File: config.mk
export PLATFORM = sky130hd
export DESIGN_NAME = ata_pio_timer
export DESIGN_NICKNAME = d
export VERILOG_FILES = /design/src/rtl/ata_tmg_pkg.sv /design/src/rtl/ata_tmg_slvreg.sv /design/src/rtl/ata_tmg_sel.sv /design/src/rtl/ata_tmg_seq.sv /design/src/rtl/ata_pio_timer.sv
export SDC_FILE = /design/constraint.sdc
export NUM_CORES = 1
export LEC_CHECK = 0
export ABC_AREA = 0
export CORE_MARGIN = 2
export CORE_UTILIZATION = 45
export DETAILED_ROUTE_END_ITERATION = 12
export PLACE_DENSITY = 0.78
export SETUP_SLACK_MARGIN = 0.05
export SLEW_MARGIN = 10
export SYNTH_ARGS = -nofsm -noshare
export SYNTH_HDL_FRONTEND = slang
export SYNTH_SLANG_ARGS = --single-unit
File: constraint.sdc
create_clock -name clk -period 2.1 [get_ports clk]
set_input_delay 0.315 -clock clk [delete_from_list [all_inputs] [get_ports clk]]
set_output_delay 0.315 -clock clk [all_outputs]
set_load 0.005 [all_outputs]
File: src/rtl/ata_tmg_pkg.sv
package ata_tmg_pkg;

  localparam int unsigned TMG_W = 4;

  typedef logic [TMG_W-1:0] tcnt_t;

  typedef struct packed {
    tcnt_t sample;
    tcnt_t recov;
  } tmg_t;

  typedef enum logic {
    ST_IDLE   = 1'b0,
    ST_ACTIVE = 1'b1
  } seq_st_e;

  // first ready sample point: 5, 4, 3 clocks; reserved code treated as 3
  function automatic tcnt_t sample_clocks(input logic [1:0] code);
    case (code)
      2'b00:   sample_clocks = tcnt_t'(5);
      2'b01:   sample_clocks = tcnt_t'(4);
      default: sample_clocks = tcnt_t'(3);
    endcase
  endfunction

  // recovery gap: 4 down to 1 clocks
  function automatic tcnt_t recov_clocks(input logic [1:0] code);
    recov_clocks = tcnt_t'(3'd4 - {1'b0, code});
  endfunction

endpackage

File: src/rtl/ata_tmg_slvreg.sv
module ata_tmg_slvreg #(
  parameter int unsigned CHANNEL = 0
) (
  input  logic       clk,
  input  logic       rst_n,
  input  logic       we,
  input  logic [7:0] wdata,
  output logic [7:0] q,
  output logic [1:0] isp_code,
  output logic [1:0] rct_code
);

  always_ff @(posedge clk or negedge rst_n) begin
    if (!rst_n)  q <= 8'h00;
    else if (we) q <= wdata;
  end

  generate
    if (CHANNEL == 0) begin : g_primary
      assign isp_code = q[3:2];
      assign rct_code = q[1:0];
    end else begin : g_secondary
      assign isp_code = q[7:6];
      assign rct_code = q[5:4];
    end
  endgenerate

  assert_slv_write_R10: assert property (@(posedge clk) disable iff (!rst_n)
    we |=> (q == $past(wdata)));

endmodule

File: src/rtl/ata_tmg_sel.sv
module ata_tmg_sel
  import ata_tmg_pkg::*;
#(
  parameter int unsigned COMPAT_SAMPLE = 6,
  parameter int unsigned COMPAT_RECOV  = 5
) (
  input  logic       drive,
  input  logic       dataport,
  input  logic       dma,
  input  logic [1:0] fast_en,
  input  logic [1:0] dma_only,
  input  logic       slv_sel,
  input  logic [1:0] mst_isp,
  input  logic [1:0] mst_rct,
  input  logic [1:0] slv_isp,
  input  logic [1:0] slv_rct,
  output tmg_t       tmg,
  output logic       fast_use
);

  logic       use_slave;
  logic [1:0] isp_c;
  logic [1:0] rct_c;

  always_comb begin
    use_slave = drive & slv_sel;
    isp_c     = use_slave ? slv_isp : mst_isp;
    rct_c     = use_slave ? slv_rct : mst_rct;
    fast_use  = fast_en[drive] & dataport & (~dma_only[drive] | dma);
    if (fast_use) begin
      tmg.sample = sample_clocks(isp_c);
      tmg.recov  = recov_clocks(rct_c);
    end else begin
      tmg.sample = tcnt_t'(COMPAT_SAMPLE);
      tmg.recov  = tcnt_t'(COMPAT_RECOV);
    end
  end

endmodule

File: src/rtl/ata_tmg_seq.sv
module ata_tmg_seq
  import ata_tmg_pkg::*;
(
  input  logic clk,
  input  logic rst_n,
  input  logic req,
  input  logic req_write,
  input  logic rdy_en,
  input  tmg_t tmg,
  input  logic iordy,
  output logic dior_n,
  output logic diow_n,
  output logic ack,
  output logic accept,
  output logic sample_evt,
  output logic rec_zero
);

  seq_st_e state;
  tcnt_t   ph_cnt;
  tcnt_t   rec_cnt;
  tcnt_t   rec_q;
  logic    wr_q;
  logic    rdy_en_q;
  logic    strb;
  logic    ready_ok;

  assign rec_zero   = (rec_cnt == '0);
  assign accept     = (state == ST_IDLE) & req & rec_zero;
  assign sample_evt = (state == ST_ACTIVE) & (ph_cnt == '0);
  assign ready_ok   = ~rdy_en_q | iordy;

  always_ff @(posedge clk or negedge rst_n) begin
    if (!rst_n) begin
      state    <= ST_IDLE;
      ph_cnt   <= '0;
      rec_cnt  <= '0;
      rec_q    <= '0;
      wr_q     <= 1'b0;
      rdy_en_q <= 1'b0;
      strb     <= 1'b0;
      ack      <= 1'b0;
    end else begin
      ack <= 1'b0;
      case (state)
        ST_IDLE: begin
          if (accept) begin
            state    <= ST_ACTIVE;
            ph_cnt   <= tmg.sample - tcnt_t'(1);
            rec_q    <= tmg.recov;
            wr_q     <= req_write;
            rdy_en_q <= rdy_en;
            strb     <= 1'b1;
          end else if (!rec_zero) begin
            rec_cnt <= rec_cnt - tcnt_t'(1);
          end
        end
        default: begin
          if (!sample_evt) begin
            ph_cnt <= ph_cnt - tcnt_t'(1);
          end else if (ready_ok) begin
            state   <= ST_IDLE;
            strb    <= 1'b0;
            ack     <= 1'b1;
            rec_cnt <= rec_q - tcnt_t'(1);
          end
        end
      endcase
    end
  end

  assign dior_n = ~(strb & ~wr_q);
  assign diow_n = ~(strb & wr_q);

  assert_one_strobe_R11: assert property (@(posedge clk) disable iff (!rst_n)
    !(!dior_n && !diow_n));

  assert_ack_at_release_R7: assert property (@(posedge clk) disable iff (!rst_n)
    ack |-> $fell(strb));

  assert_ack_single_R7: assert property (@(posedge clk) disable iff (!rst_n)
    ack |=> !ack);

  assert_hold_while_busy_R7: assert property (@(posedge clk) disable iff (!rst_n)
    (sample_evt && rdy_en_q && !iordy) |=> strb);

  assert_ready_ignored_R8: assert property (@(posedge clk) disable iff (!rst_n)
    (sample_evt && !rdy_en_q) |=> !strb);

  assert_recovery_done_R4: assert property (@(posedge clk) disable iff (!rst_n)
    $rose(strb) |-> $past(rec_zero));

endmodule

File: src/rtl/ata_pio_timer.sv
module ata_pio_timer
  import ata_tmg_pkg::*;
#(
  parameter int unsigned CHANNEL       = 0,
  parameter int unsigned COMPAT_SAMPLE = 6,
  parameter int unsigned COMPAT_RECOV  = 5
) (
  input  logic       clk,
  input  logic       rst_n,
  input  logic [1:0] cfg_fast_en,
  input  logic [1:0] cfg_iordy_en,
  input  logic [1:0] cfg_dma_only,
  input  logic       cfg_slv_sel,
  input  logic [1:0] mst_sample_code,
  input  logic [1:0] mst_recov_code,
  input  logic       slv_wr_en,
  input  logic [7:0] slv_wr_data,
  output logic [7:0] slv_tim_q,
  input  logic       req,
  input  logic       req_drive,
  input  logic       req_write,
  input  logic       req_dataport,
  input  logic       req_dma,
  output logic       ack,
  input  logic       iordy,
  output logic       dior_n,
  output logic       diow_n
);

  logic [1:0] slv_isp;
  logic [1:0] slv_rct;
  tmg_t       tmg_cur;
  logic       fast_use;
  logic       accept;
  logic       sample_evt;
  logic       rec_zero;

  ata_tmg_slvreg #(.CHANNEL(CHANNEL)) slvreg_i (
    .clk      (clk),
    .rst_n    (rst_n),
    .we       (slv_wr_en),
    .wdata    (slv_wr_data),
    .q        (slv_tim_q),
    .isp_code (slv_isp),
    .rct_code (slv_rct)
  );

  ata_tmg_sel #(
    .COMPAT_SAMPLE (COMPAT_SAMPLE),
    .COMPAT_RECOV  (COMPAT_RECOV)
  ) sel_i (
    .drive    (req_drive),
    .dataport (req_dataport),
    .dma      (req_dma),
    .fast_en  (cfg_fast_en),
    .dma_only (cfg_dma_only),
    .slv_sel  (cfg_slv_sel),
    .mst_isp  (mst_sample_code),
    .mst_rct  (mst_recov_code),
    .slv_isp  (slv_isp),
    .slv_rct  (slv_rct),
    .tmg      (tmg_cur),
    .fast_use (fast_use)
  );

  ata_tmg_seq seq_i (
    .clk        (clk),
    .rst_n      (rst_n),
    .req        (req),
    .req_write  (req_write),
    .rdy_en     (cfg_iordy_en[req_drive]),
    .tmg        (tmg_cur),
    .iordy      (iordy),
    .dior_n     (dior_n),
    .diow_n     (diow_n),
    .ack        (ack),
    .accept     (accept),
    .sample_evt (sample_evt),
    .rec_zero   (rec_zero)
  );

  assert_compat_offport_R5: assert property (@(posedge clk) disable iff (!rst_n)
    (accept && !req_dataport) |-> !fast_use);

  assert_dma_only_pio_R6: assert property (@(posedge clk) disable iff (!rst_n)
    (accept && req_dataport && !req_dma && cfg_dma_only[req_drive]) |-> !fast_use);

  assert_accept_leaves_idle_R11: assert property (@(posedge clk) disable iff (!rst_n)
    accept |=> (!dior_n || !diow_n));

endmodule

# Yosys cells after proc, flatten, opt, wreduce, memory -nomap -nowiden

Cells that the tools add are included.

Flip-flop bits (word level): 25
Input port bits: 28
Logic and storage cells: 74

$add $sub $neg: 5
$lt $le $gt $ge: 1
Eq/ne operators: 6
Muxes and demuxes: 29
Bitwise logic cells: 16
Reduce and logical (&&, ||, !) cells: 8

Operators with widths:

| kind                | count |
|---|---|
| $mux 4              | 8 |
| $mux 1              | 17 |
| $sub 4x1->4 const B | 3 |
| $and 1x1->1         | 8 |
| $logic_not 4->1     | 2 |
| $ne 2x2->1 const B  | 4 |
| $mux 7              | 1 |
| $not 1->1           | 6 |
| $pmux 3 s2          | 1 |
| $mux 2              | 2 |
| $reduce_and 2->1    | 2 |
| $reduce_and 4->1    | 1 |
| $sub 3x1->4 const B | 1 |
| $sub 3x2->4 const A | 1 |
| $reduce_and 3->1    | 1 |
| $eq 2x1->1 const B  | 1 |
| $logic_not 2->1     | 1 |
| $lt 1x2->1 const B  | 1 |
| $ne 2x1->1 const B  | 1 |
| $or 1x1->1          | 2 |
| $reduce_bool 2->1   | 1 |

# Logic depth before layout (Yosys ltp)

Word-level depth: 9
Mapped depth: 8

# Modules after synthesis

A second synthesis with hierarchy kept.

Cells, all modules: 118
Area total of the unflattened synthesis: 1423.9 µm²

By module, submodules not included:

| module         | instances | cells each | area an instance (µm²) |
|---|---|---|---|
| ata_tmg_seq    | 1         | 77         | 892.1 |
| ata_tmg_slvreg | 1         | 21         | 361.6 |
| ata_tmg_sel    | 1         | 19         | 155.1 |
| ata_pio_timer  | 1         | 1          | 15.0 |

# Worst setup path after synthesis

Ideal clock, no wire load.

Path type: in2reg
Start point: input port req_drive
End point: register seq_i.ph_cnt[2]
Data arrival time: 1805 ps
Required time: 1976 ps
Path slack: 172 ps
Cell stages on the path: 7
Buffers on the path: 1
Cell sequence: buf_2 and4b_1 a311o_1 o2bb2a_1 ha_1 and2_0 a211o_1

Word-level cells in the longest chain between the ends: 9
Elaborated cells between the ends (all ways): 17
Classes of those cells: add/sub (1); eq/ne (1); mux (9); bitwise (5); reduce/logical (1)

RTL lines:

| element                                                            | RTL line            | text |
|---|---|---|
| start: declaration                                                 | ata_pio_timer.sv:20 | `input logic req_drive,` |
| parallel branches: the longest is 5 deep, another holds $pmux 3 s2 | n/a                 |  |
| $mux 7 *                                                           | ata_tmg_sel.sv:30   | `if (fast_use) begin` |
| $sub 3x1->4 *                                                      | ata_tmg_seq.sv:49   | `ph_cnt <= tmg.sample - tcnt_t'(1);` |
| $mux 4 *                                                           | ata_tmg_seq.sv:47   | `if (accept) begin` |
| $mux 4 *                                                           | ata_tmg_seq.sv:45   | `case (state)` |
| end signal: assignment                                             | ata_tmg_seq.sv:49   |  |
| end signal: assignment                                             | ata_tmg_seq.sv:60   | `ph_cnt <= ph_cnt - tcnt_t'(1);` |
| end: declaration                                                   | ata_tmg_seq.sv:20   | `tcnt_t ph_cnt;` |

Mark *: on every way between the ends. The select of a mux whose other input is x is not followed.
A chain may end at the register's enable or synchronous reset.

# Final worst setup path

Start point: input port cfg_slv_sel
End point: register seq_i.ph_cnt[2]

Word-level cells in the longest chain between the ends: 8
Elaborated cells between the ends (all ways): 9
Classes of those cells: add/sub (1); eq/ne (1); mux (5); bitwise (1); reduce/logical (1)

RTL lines:

| element                                       | RTL line            | text |
|---|---|---|
| start: declaration                            | ata_pio_timer.sv:13 | `input logic cfg_slv_sel,` |
| $and 1x1->1 *                                 | ata_tmg_sel.sv:26   | `use_slave = drive & slv_sel;` |
| $mux 2 *                                      | ata_tmg_sel.sv:27   | `isp_c = use_slave ? slv_isp : mst_isp;` |
| $eq 2x1->1 or $logic_not 2->1 (tied branches) | ata_tmg_pkg.sv:19   | `case (code)` |
| $pmux 3 s2 *                                  | ata_tmg_pkg.sv:19   |  |
| $mux 7 *                                      | ata_tmg_sel.sv:30   |  |
| $sub 3x1->4 *                                 | ata_tmg_seq.sv:49   |  |
| $mux 4 *                                      | ata_tmg_seq.sv:47   |  |
| $mux 4 *                                      | ata_tmg_seq.sv:45   |  |

Mark *: on every way between the ends. The rest lies on a longest branch, timed or not. The select of a mux whose other input is x is not followed.

==> summary.md <==
Synthesis
* Netlist cell types: 40
* synthesized area per cell: 11.4 µm²
* total standard cell area after synthesis: 1240 µm²
* Top FF cell, synth: dfrtp_1
* arithmetic-cell share of the synthesized area counting full adders, half adders and majority gates: 0.0303
* total number of yosys warnings: 0
* part of the Yosys area used for sequential elements: 0.484
* xor-xnor portion of the synthesized cell area: 0.0141
* post-synth net total: 140
* share of the synthesized area in compound gates (AO/OA/AOI/OAI): 0.147
* #FFs+latches synth: 24
* simple-gate portion of the synthesized area: 0.124
* share of synthesized registers carrying an async set or reset: 1.00
* main combinational cell family by area after synthesis: multiplexers
* synthesized netlist cell count: 109
* number of flops mapped to enable cells by yosys: 0
* multiplexer share of the synthesized area: 0.165

Floorplan
* die height: 56.5 µm
* Rows: 19
* Die W: 56.5 µm
* core footprint: 2690 µm²
* effective utilization at floorplan: 0.462
* area of the die: 3190 µm²
* top-level port count: 39

Job
* max-cap violations: 0

Power
* Worst IR Drop VDD: 671 µV
* P_leak: 0.790 nW
* PD cells: 1030 nW/µm²

Place
* detailed placement HPWL: 2.14 mm
* count of buffers from port buffering: 38
* Final GP Congestion: 0.802
* cell area after placement: 1700 µm²

Clocking
* clock tree buffer depth: 2
* Clk Latency, worst-skew pair: 0.32 ns
* clock transition time at the flip-flop clock pins of the worst setup and hold paths: 0.13 ns
* CTS H-tree depth: 1
* clock root cell: clkbuf_4
* CTS tree: yes
* clock net sink count: 24
* hold bufs inserted after CTS: 0
* CTS buffer count: 3

Timing
* slew margin rel.: 0.713
* Hold Violations, Final: 0
* Clock Skews: 0.00285 ns
* RSZ-0062 raised after global routing: false
* Worst Tran Pin Value: 0.426 ns
* final total negative setup slack: 0 ns
* final clock period utilization by the worst path: 0.945
* final setup violation count: 0
* highest attainable clock frequency: 504 MHz
* tightest hold margin: 0.342 ns
* min Tclk post-route: 1.98 ns
* Pins Over Slew Limit: 0

Final layout
* layout overhead on the synthesized area: 41.4%
* area of all placed cells without fillers: 1750 µm²
* number of inserted diodes: 0
* number of nets in the final layout: 189
* fraction of layout cells with a size suffix above 1: 0.178

Detailed routing
* DR vias/cell: 5.27
* number of vias after detailed routing: 991
* Routed WL per cell: 14.4 µm
* DRC violation count after routing: 0
* Antenna Nets Post-Route: 0
* Pre-antenna DRT Iters: 4
* DRT iter0 DRCs: 17
* Total Routed Length: 2.71 mm

Worst setup path
* CP max stage delay: 0.44 ns
* CP max FO: 3
* worst path bufs/invs: 1
* list of cells traversed by the critical path: clkdlybuf4s50_1 -> and4b_1 -> a311o_1 -> o2bb2a_1 -> ha_1 -> and2_0 -> a211o_1
* Data arrival, critical path: 2.21 ns
* Req. time, crit path: 2.32 ns
* class of the most critical setup path: in2reg
* Largest delay share family, worst path: compound AO/OA/AOI/OAI gates
* nature of the critical path startpoint: input port
* master of the slowest instance on the critical path: clkdlybuf4s50_1
* type of element capturing the critical path: register

GRT
* met2 Use GR: 0.322
* GR Util met1: 0.230
* most heavily used metal layer in global routing: met2
* vias in the first global route: 1082
* antenna violations before repair: 0
* met3 track demand over resource in global routing: 0.0369
* global-route usage over all layers: 0.187
* pin count of the biggest net entering global routing: 25
* Overflow after GRT: 0
* first-pass GRT wire length: 4.65 mm

Worst hold path
* classification of the worst-slack hold path: in2async

Status
* run status: complete, no violations

==> worst reg2reg max path: cells and delay by family (launching register included) <==
| family | cells | cell delay, ns |
|---|---|---|
| AO/OA/AOI/OAI | 3 | 0.91 |
| adder cells (fa/ha/maj) | 1 | 0.20 |
| flip-flops | 1 | 0.42 |
| AND/OR/NAND/NOR | 2 | 0.34 |
==> through the flow <==
stage               power, mW  instances  setup WS, ns   util
finish                   1.80        188         0.116  0.653
global route             1.94        188        0.0564  0.653
CTS                      1.81        186         0.123  0.647
detailed placement       1.56        182        -0.384  0.634
global placement         1.52        182        -0.283  0.634
floorplan                1.26        109         0.172      -
==> flip-flops by register name (all words and copies together), names as in the netlist <==
name	flops
seq_i.ack	1
slvreg_i.q	8
seq_i.state	1
seq_i.ph_cnt	4
seq_i.wr_q	1
seq_i.rec_cnt	4
seq_i.rdy_en_q	1
seq_i.strb	1
seq_i.rec_q	3
==> synthesized netlist by cell type (2+ instances only) <==
master / instances / area, µm²
inv_1: 7 / 26.3
mux2i_1: 7 / 70.1
nand2b_1: 2 / 12.5
a21oi_1: 3 / 15.0
mux2_1: 4 / 45.0
clkbuf_1: 3 / 11.3
o211ai_1: 2 / 15.0
nor2_1: 4 / 15.0
nand2_1: 12 / 45.0
ha_1: 3 / 37.5
dfrtp_1: 24 / 601
xor2_1: 2 / 17.5
o2111a_1: 2 / 22.5
mux2_2: 8 / 90.1
==> kinds of logic (layout without fill, tap and decap cells) <==
family / after synthesis / in the layout
buf+inv: 11 / 59
xor+xnor: 2 / 2
compound gates: 22 / 22
fa+ha+maj: 3 / 3
mux: 19 / 19
simple gates: 28 / 28
flops: 24 / 24
==> area by class of cell <==
type	instances	area, µm²
repair buffers	48	454
inverters	7	26.3
fillers	215	933
multi-input cells	74	597
clock buffers	4	36.3
well taps	31	38.8
flip-flops and latches	24	601
==> repair_timing <==
item,CTS,global route
pin swaps,0,0
resized for setup,1,0
endpoints found under the setup margin,1,1
endpoints found under the hold margin,0,0
setup buffers,0,2
==> cells in the final DEF (no fill, tap or decap), drive strengths merged <==
cell / n
ha: 3
mux2: 12
or4: 1
or3b: 1
nor3: 1
o21bai: 1
a311o: 1
nor2: 4
a31oi: 1
nand3: 2
nand2b: 2
a21boi: 1
o2111a: 2
dlygate4sd2: 1
dfrtp: 24
nand2: 12
a211o: 1
and2: 1
clkdlybuf4s50: 37
mux2i: 7
o2bb2a: 1
a32o: 1
clkbuf: 4
o2bb2ai: 1
inv: 7
nor4: 1
a21oi: 3
xor2: 2
o41ai: 1
buf: 10
a41oi: 1
a22oi: 1
nor2b: 1
and4b: 1
o211ai: 2
and3: 1
o21ai: 3
a22o: 1
==> power breakdown <==
part	total [mW]	internal (mW)	switching, mW
clock	0.250	0.106	0.144
combinational	0.819	0.448	0.372
sequential	0.735	0.611	0.124
total	1.80	1.16	0.639
==> layer usage <==
metal	up-vias	part of all wire
met5	-	0
met4	0	0.014
met3	5	0.055
met2	28	0.50
met1	469	0.43
li1	489	-
==> final timing paths <==
| kind | slack [ns] | cells past startpoint | start | end |
|---|---|---|---|---|
| setup reg to reg | 0.14 | 6 | slvreg_i.q[2]$_DFFE_PN0P_ | seq_i.ph_cnt[2]$_DFFE_PN0P_ |
| setup / recovery | 0.12 | 7 | cfg_slv_sel | seq_i.ph_cnt[2]$_DFFE_PN0P_ |
| hold reg to reg | 0.50 | 2 | seq_i.rdy_en_q$_DFFE_PN0N_ | seq_i.rdy_en_q$_DFFE_PN0N_ |
| min in group clk | 0.50 | 2 | seq_i.rdy_en_q$_DFFE_PN0N_ | seq_i.rdy_en_q$_DFFE_PN0N_ |
| hold / removal | 0.34 | 2 | rst_n | seq_i.state$_DFF_PN0_ |
| max in group asynchronous | 1.53 | 2 | rst_n | seq_i.rec_cnt[0]$_DFFE_PN0P_ |
(Power assumes the default switching activity.)
